## src/rtl/hmc_pkg.sv

```systemverilog
package hmc_pkg;
    typedef enum logic {
        MODE_DUTY = 1'b0,
        MODE_FREQ = 1'b1
    } mode_e;
endpackage

```

## src/rtl/hmc_err_accum.sv

```systemverilog
module hmc_err_accum
    import hmc_pkg::*;
#(
    parameter int ERR_W  = 16,
    parameter int ACC_W  = 18,
    parameter int BORDER = 4096
) (
    input  logic signed [ACC_W-1:0] acc_q,
    input  logic signed [ERR_W-1:0] err,
    output logic signed [ACC_W-1:0] sum,
    output logic                    cross_hi,
    output logic                    cross_lo,
    output mode_e                   mode
);
    localparam logic signed [ACC_W-1:0] HI_S = ACC_W'(BORDER);
    localparam logic signed [ACC_W-1:0] LO_S = -HI_S;

    logic signed [ACC_W-1:0] err_x;

    always_comb begin
        err_x    = {{(ACC_W-ERR_W){err[ERR_W-1]}}, err};
        sum      = acc_q + err_x;
        cross_hi = (sum > HI_S);
        cross_lo = (sum < LO_S);
        mode     = (cross_hi || cross_lo) ? MODE_FREQ : MODE_DUTY;
    end
endmodule

```

## src/rtl/hmc_period_step.sv

```systemverilog
module hmc_period_step #(
    parameter int PER_W   = 8,
    parameter int PER_MIN = 60,
    parameter int PER_MAX = 90
) (
    input  logic [PER_W-1:0] period_q,
    input  logic             cross_hi,
    input  logic             cross_lo,
    output logic [PER_W-1:0] period_d
);
    localparam logic [PER_W-1:0] MIN_C = PER_W'(PER_MIN);
    localparam logic [PER_W-1:0] MAX_C = PER_W'(PER_MAX);
    localparam logic [PER_W-1:0] ONE_C = PER_W'(1);

    always_comb begin
        period_d = period_q;
        if (cross_hi) begin
            if (period_q > MIN_C) period_d = period_q - ONE_C;
        end else if (cross_lo) begin
            if (period_q < MAX_C) period_d = period_q + ONE_C;
        end
    end
endmodule

```

## src/rtl/hmc_duty_calc.sv

```systemverilog
module hmc_duty_calc #(
    parameter int ERR_W     = 16,
    parameter int ACC_W     = 18,
    parameter int PER_W     = 8,
    parameter int FRAC_W    = 12,
    parameter int DUTY_INIT = 3564,
    parameter int DUTY_MIN  = 3441,
    parameter int DUTY_MAX  = 3686,
    parameter int KI_SH     = 4,
    parameter int KP_SH     = 3
) (
    input  logic signed [ACC_W-1:0] sum,
    input  logic signed [ERR_W-1:0] err,
    input  logic [PER_W-1:0]        period_d,
    input  logic                    restart,
    output logic [PER_W-1:0]        duty_d
);
    localparam int SW = ACC_W + 2;
    localparam int PW = PER_W + FRAC_W + 1;
    localparam logic signed [SW-1:0] INIT_S = SW'(DUTY_INIT);
    localparam logic signed [SW-1:0] MIN_S  = SW'(DUTY_MIN);
    localparam logic signed [SW-1:0] MAX_S  = SW'(DUTY_MAX);
    localparam logic [PW-1:0]        HALF   = PW'(1) << (FRAC_W - 1);

    logic signed [SW-1:0] sum_x, err_x, i_term, p_term, raw;
    logic [FRAC_W-1:0]    frac;
    logic [PW-1:0]        prod;

    always_comb begin
        sum_x  = {{(SW-ACC_W){sum[ACC_W-1]}}, sum};
        err_x  = {{(SW-ERR_W){err[ERR_W-1]}}, err};
        i_term = sum_x >>> KI_SH;
        p_term = err_x >>> KP_SH;
        raw    = INIT_S + i_term + p_term;
        if (restart)          frac = FRAC_W'(INIT_S);
        else if (raw < MIN_S) frac = FRAC_W'(MIN_S);
        else if (raw > MAX_S) frac = FRAC_W'(MAX_S);
        else                  frac = FRAC_W'(raw);
        prod   = PW'(period_d) * PW'(frac) + HALF;
        duty_d = prod[FRAC_W +: PER_W];
    end
endmodule

```

## src/rtl/hybrid_mode_ctrl.sv

```systemverilog
module hybrid_mode_ctrl
    import hmc_pkg::*;
#(
    parameter int ERR_W     = 16,
    parameter int PER_W     = 8,
    parameter int FRAC_W    = 12,
    parameter int DEF_PER   = 75,
    parameter int PER_MIN   = 60,
    parameter int PER_MAX   = 90,
    parameter int BORDER    = 4096,
    parameter int DUTY_INIT = 3564,
    parameter int DUTY_MIN  = 3441,
    parameter int DUTY_MAX  = 3686,
    parameter int KI_SH     = 4,
    parameter int KP_SH     = 3
) (
    input  logic                    clk,
    input  logic                    rst,
    input  logic                    err_valid,
    input  logic signed [ERR_W-1:0] err_in,
    output logic [PER_W-1:0]        period_cnt,
    output logic [PER_W-1:0]        duty_cnt,
    output logic                    upd_strobe,
    output logic                    step_taken
);
    localparam int ACC_W    = ERR_W + 2;
    localparam int DEF_DUTY = (DEF_PER * DUTY_INIT + (1 << (FRAC_W - 1))) >> FRAC_W;
    localparam logic signed [ACC_W-1:0] WIN_S = ACC_W'(BORDER);

    typedef struct packed {
        logic signed [ACC_W-1:0] acc;
        logic [PER_W-1:0]        per;
        logic [PER_W-1:0]        duty;
        logic                    strobe;
        logic                    step;
    } state_t;

    localparam state_t RST_STATE = '{
        acc:    '0,
        per:    PER_W'(DEF_PER),
        duty:   PER_W'(DEF_DUTY),
        strobe: 1'b0,
        step:   1'b0
    };

    state_t state_q, state_d;

    logic signed [ACC_W-1:0] sum;
    logic                    cross_hi, cross_lo;
    mode_e                   mode;
    logic [PER_W-1:0]        period_d;
    logic [PER_W-1:0]        duty_d;

    hmc_err_accum #(
        .ERR_W (ERR_W),
        .ACC_W (ACC_W),
        .BORDER(BORDER)
    ) u_accum (
        .acc_q   (state_q.acc),
        .err     (err_in),
        .sum     (sum),
        .cross_hi(cross_hi),
        .cross_lo(cross_lo),
        .mode    (mode)
    );

    hmc_period_step #(
        .PER_W  (PER_W),
        .PER_MIN(PER_MIN),
        .PER_MAX(PER_MAX)
    ) u_step (
        .period_q(state_q.per),
        .cross_hi(cross_hi),
        .cross_lo(cross_lo),
        .period_d(period_d)
    );

    hmc_duty_calc #(
        .ERR_W    (ERR_W),
        .ACC_W    (ACC_W),
        .PER_W    (PER_W),
        .FRAC_W   (FRAC_W),
        .DUTY_INIT(DUTY_INIT),
        .DUTY_MIN (DUTY_MIN),
        .DUTY_MAX (DUTY_MAX),
        .KI_SH    (KI_SH),
        .KP_SH    (KP_SH)
    ) u_duty (
        .sum     (sum),
        .err     (err_in),
        .period_d(period_d),
        .restart (mode == MODE_FREQ),
        .duty_d  (duty_d)
    );

    always_comb begin
        state_d        = state_q;
        state_d.strobe = 1'b0;
        state_d.step   = 1'b0;
        if (err_valid) begin
            state_d.strobe = 1'b1;
            state_d.per    = period_d;
            state_d.duty   = duty_d;
            if (mode == MODE_FREQ) begin
                state_d.step = 1'b1;
                state_d.acc  = '0;
            end else begin
                state_d.acc  = sum;
            end
        end
    end

    always_ff @(posedge clk) begin
        if (rst) state_q <= RST_STATE;
        else     state_q <= state_d;
    end

    assign period_cnt = state_q.per;
    assign duty_cnt   = state_q.duty;
    assign upd_strobe = state_q.strobe;
    assign step_taken = state_q.step;

    AST_STROBE_AFTER_VALID: assert property (@(posedge clk) disable iff (rst)
        err_valid |=> upd_strobe);
    AST_HOLD_WITHOUT_VALID: assert property (@(posedge clk) disable iff (rst)
        !err_valid |=> (!upd_strobe && $stable(period_cnt) && $stable(duty_cnt)));
    AST_PERIOD_IN_RANGE: assert property (@(posedge clk) disable iff (rst)
        (period_cnt >= PER_W'(PER_MIN)) && (period_cnt <= PER_W'(PER_MAX)));
    AST_DUTY_MODE_KEEPS_PERIOD: assert property (@(posedge clk) disable iff (rst)
        (upd_strobe && !step_taken) |-> $stable(period_cnt));
    AST_STEP_CLEARS_SUM: assert property (@(posedge clk) disable iff (rst)
        step_taken |-> (state_q.acc == '0));
    AST_SUM_IN_WINDOW: assert property (@(posedge clk) disable iff (rst)
        (state_q.acc <= WIN_S) && (state_q.acc >= -WIN_S));
    AST_DUTY_BELOW_PERIOD: assert property (@(posedge clk) disable iff (rst)
        duty_cnt < period_cnt);
endmodule

```

## config.mk

```make
export PLATFORM = sky130hd
export DESIGN_NAME = hybrid_mode_ctrl
export DESIGN_NICKNAME = d
export VERILOG_FILES = /design/src/rtl/hmc_pkg.sv /design/src/rtl/hmc_err_accum.sv /design/src/rtl/hmc_period_step.sv /design/src/rtl/hmc_duty_calc.sv /design/src/rtl/hybrid_mode_ctrl.sv
export SDC_FILE = /design/constraint.sdc
export NUM_CORES = 1
export LEC_CHECK = 0
export BUFFER_PORTS_ARGS = -buffer_cell sky130_fd_sc_hd__buf_2
export CAP_MARGIN = 15
export CORE_MARGIN = 2
export CORE_UTILIZATION = 40
export DETAILED_ROUTE_END_ITERATION = 16
export HOLD_SLACK_MARGIN = 0.15
export PLACE_DENSITY_LB_ADDON = 0.3
export SLEW_MARGIN = 20
export SYNTH_ARGS = -nofsm -noshare
export SYNTH_HDL_FRONTEND = slang
export SYNTH_SLANG_ARGS = --single-unit
```

## constraint.sdc

```tcl
create_clock -name clk -period 8.55 [get_ports clk]
set_input_delay 0.4275 -clock clk [delete_from_list [all_inputs] [get_ports clk]]
set_output_delay 0.4275 -clock clk [all_outputs]
set_load 0.05 [all_outputs]
```

==> results by group <==
Route
  • Post-route ant nets: 0
  • Via/cell ratio: 5.23
  • Via count: 6554
  • First DRT Iteration DRCs: 374
  • Drt drc: 0
  • Post-DR wirelength/cell: 14.1 um
  • First-pass DRT Iterations: 4
  • Final WL: 17700 um

Outcome
  • Status: finished, violations left
  • Failing checks: setup timing

Power
  • Pleak: between 4 and 5 nW
  • Pwr/cell area: between 150 and 200 nW/um^2
  • Worst VDD drop: 199 uV

Placed design
  • Final HPWL DP: 14500 um
  • Inst Count DP: 1230
  • GP Congestion: 0.893
  • Port bufs: 36
  • Worst slack, placed: -0.729 ns

Critical path
  • Critical Path Stages: 38
  • Startpoint Class: flip-flop
  • Slowest CP cell: or4_4
  • WS Path Type: flip-flop to flip-flop
  • Crit path largest cell delay: around 0.55 ns
  • Worst R2R Setup Slack: -0.35 ns
  • Worst path most repeated cell: fa_1
  • Crit end category: flip-flop
  • Cell depth of the worst flop-to-flop path: 38
  • Top delay family on crit path: adder cells
  • Buf/Inv on CP: 7
  • Critical path data required time: 8.69 ns
  • WP data arrival: 9.04 ns
  • Max FO, Critical Path: 6

Logic synthesis
  • Seq cells post-synth: 36
  • Top FF cell, synth: dfxtp_1
  • Synth async-reset ratio: 0%
  • Post-synth top area share: 17.3%
  • Syn. warnings: 0
  • Post-synthesis net count: 1039
  • Cell variety after synth: between 90 and 100
  • Mean Syn Cell Area: just over 8 um^2
  • Synth Instances: 870
  • Post-synth EDFFs: 0
  • Synth area leaders: fa_1 (17%), ha_1 (16%), dfxtp_1 (10%), inv_1 (6.7%), nor2_1 (4.7%)
  • Synth area leader: fa_1
  • Sequential share of the synthesized area: 10.2%
  • Post-Syn Area: 7070 um^2
  • Most common cell in the netlist: inv_1
  • Commonest cells post-synth: inv_1 (126), ha_1 (89), nor2_1 (88)

STA
  • Minimum clock period: 8.90 ns
  • Final Hold Viols: 0
  • Fmax: 0.112 GHz
  • Final worst slack: -0.346 ns
  • RSZ-0062 raised after global routing: true
  • Worst-Margin Slew: 0.849 ns
  • Hold slack: 0.466 ns
  • Max Transition Viols Final: 0
  • Final Setup Violations: 7
  • Relative slew slack: 43.0%
  • Final period utilization: 104%
  • Final setup TNS: -1.23 ns
  • Worst clock skew: 0.00768 ns

Die
  • Die H: 137 um
  • Rows: 48
  • I/O pin cnt: 37
  • Starting Density: 40.9%
  • Die extent in x: 137 um
  • Core footprint: between 15000 and 20000 um^2
  • Die area: 18800 um^2

CTS
  • TritonCTS Sinks: 36
  • Clock Tree Buf Depth: 2
  • Worst-skew pair later-pin latency: 0.29 ns
  • CTS Root Buffer Type: clkbuf_16
  • Num CTS Buffers: 5
  • Clock-pin slew on the worst setup and hold paths: 0.06 ns
  • CTS tree: done
  • H-tree levels: 2

Global route
  • Initial antenna violation count: 0
  • GRT Total Usage: about a fifth
  • Vias in the first global route: around 6400
  • Largest net degree at the start of global routing: 35
  • Grt ovf: 0
  • Global-route wire length before repair: around 30000 um

Finish
  • NumNets Final: 1196
  • Layout cells sized above 1: 29.1%
  • Layout area overhead: 26.6%
  • ANT cells: 0
  • Post-Layout Cell Count: 1253

Worst hold path
  • Worst Hold Class: flip-flop to flip-flop
  • Hold path cells: 2

Job
  • Max_cap viols: 0
==> where the power goes <==
| group | switching [mW] | internal (mW) | total, mW |
|---|---|---|---|
| logic | 0.695 | 0.629 | 1.32 |
| registers | 0.00875 | 0.183 | 0.192 |
| clock network | 0.0802 | 0.137 | 0.217 |
| total | 0.784 | 0.950 | 1.73 |
==> worst register-to-register path: cells and delay by family (launching register included) <==
| family | cells | cell delay, ns |
|---|---|---|
| AND/OR/NAND/NOR | 8 | 1.75 |
| buffers and inverters | 7 | 0.70 |
| adder cells (fa/ha/maj) | 9 | 3.28 |
| AO/OA/AOI/OAI | 14 | 2.71 |
| flip-flops | 1 | 0.33 |
==> cell usage in the layout, fill, tap and decap left out, types with 16 or more instances in the layout <==
master    netlist  final
buf_4          17    159
inv_1         126    125
nor2_1         88     87
ha_1           89     87
fa_1           61     59
a21oi_1        58     52
nand2_1        48     46
buf_2           4     36
dfxtp_1        36     35
o21ai_0        33     24
xnor2_1        21     21
nand2b_1       22     21
nand3_1        19     19
nor3_1         17     16
==> registers in the layout, indices dropped and copies added, names as in the netlist <==
signal	flops
state_q	18
duty_cnt	8
period_cnt	8
step_taken	1
upd_strobe	1
==> worst paths after layout <==
kind	start	end
max	state_q[18]$_SDFFE_PP0P_	duty_cnt[7]$_SDFFE_PP0P_
min	state_q[25]$_SDFFE_PP0P_	state_q[25]$_SDFFE_PP0P_
max reg2reg	state_q[18]$_SDFFE_PP0P_	duty_cnt[7]$_SDFFE_PP0P_
min reg2reg	state_q[25]$_SDFFE_PP0P_	state_q[25]$_SDFFE_PP0P_
==> metrics by stage <==
step / instance area (um^2) / util [%] / power [mW]
after floorplan: 7180 / - / 1.06
after CTS: 8800 / 50.9 / 1.70
after detailed placement: 8460 / 48.9 / 1.44
after global placement: 8460 / 48.9 / 1.42
after global routing: 8950 / 51.8 / 1.92
final: 8950 / 51.8 / 1.73
==> timing repair <==
action / 4_1_cts / 5_1_grt
pin swaps: 28 / 19
hold buffers: 0 / 0
endpoints found under the setup margin: 8 / 8
setup buffers: 13 / 5
gates resized for setup: 24 / 25
==> per-layer routing <==
metal  track usage, %  part of all wire [%]  vias up
met5                0                     0        -
met4             4.52                   1.2        0
met3             2.22                   3.3       13
met2             33.0                    47      120
met1             27.0                    49     3156
li1                 -                     -     3265
==> logic make-up after synthesis <==
group / count (synthesis) / share of synthesized area, %
xor gates and xnor gates: 38 / 4.92
AOI/OAI and AO/OA: 200 / 20.6
muxes: 8 / 1.13
DFF: 36 / 10.2
adders and majority gates: 150 / 33.0
and+or+nand+nor: 262 / 19.2
buffers and inverters: 176 / 10.9
==> cell type report <==
class,count,area [um^2]
fillers,1651,8350
multi-input cells,658,5900
repair buffers,196,1390
flip-flops and latches,36,722
inverters,130,488
well taps,225,282
clock buffers,5,125
clock inverters,3,42.5
No activity file was read; power rests on OpenSTA's default activity.
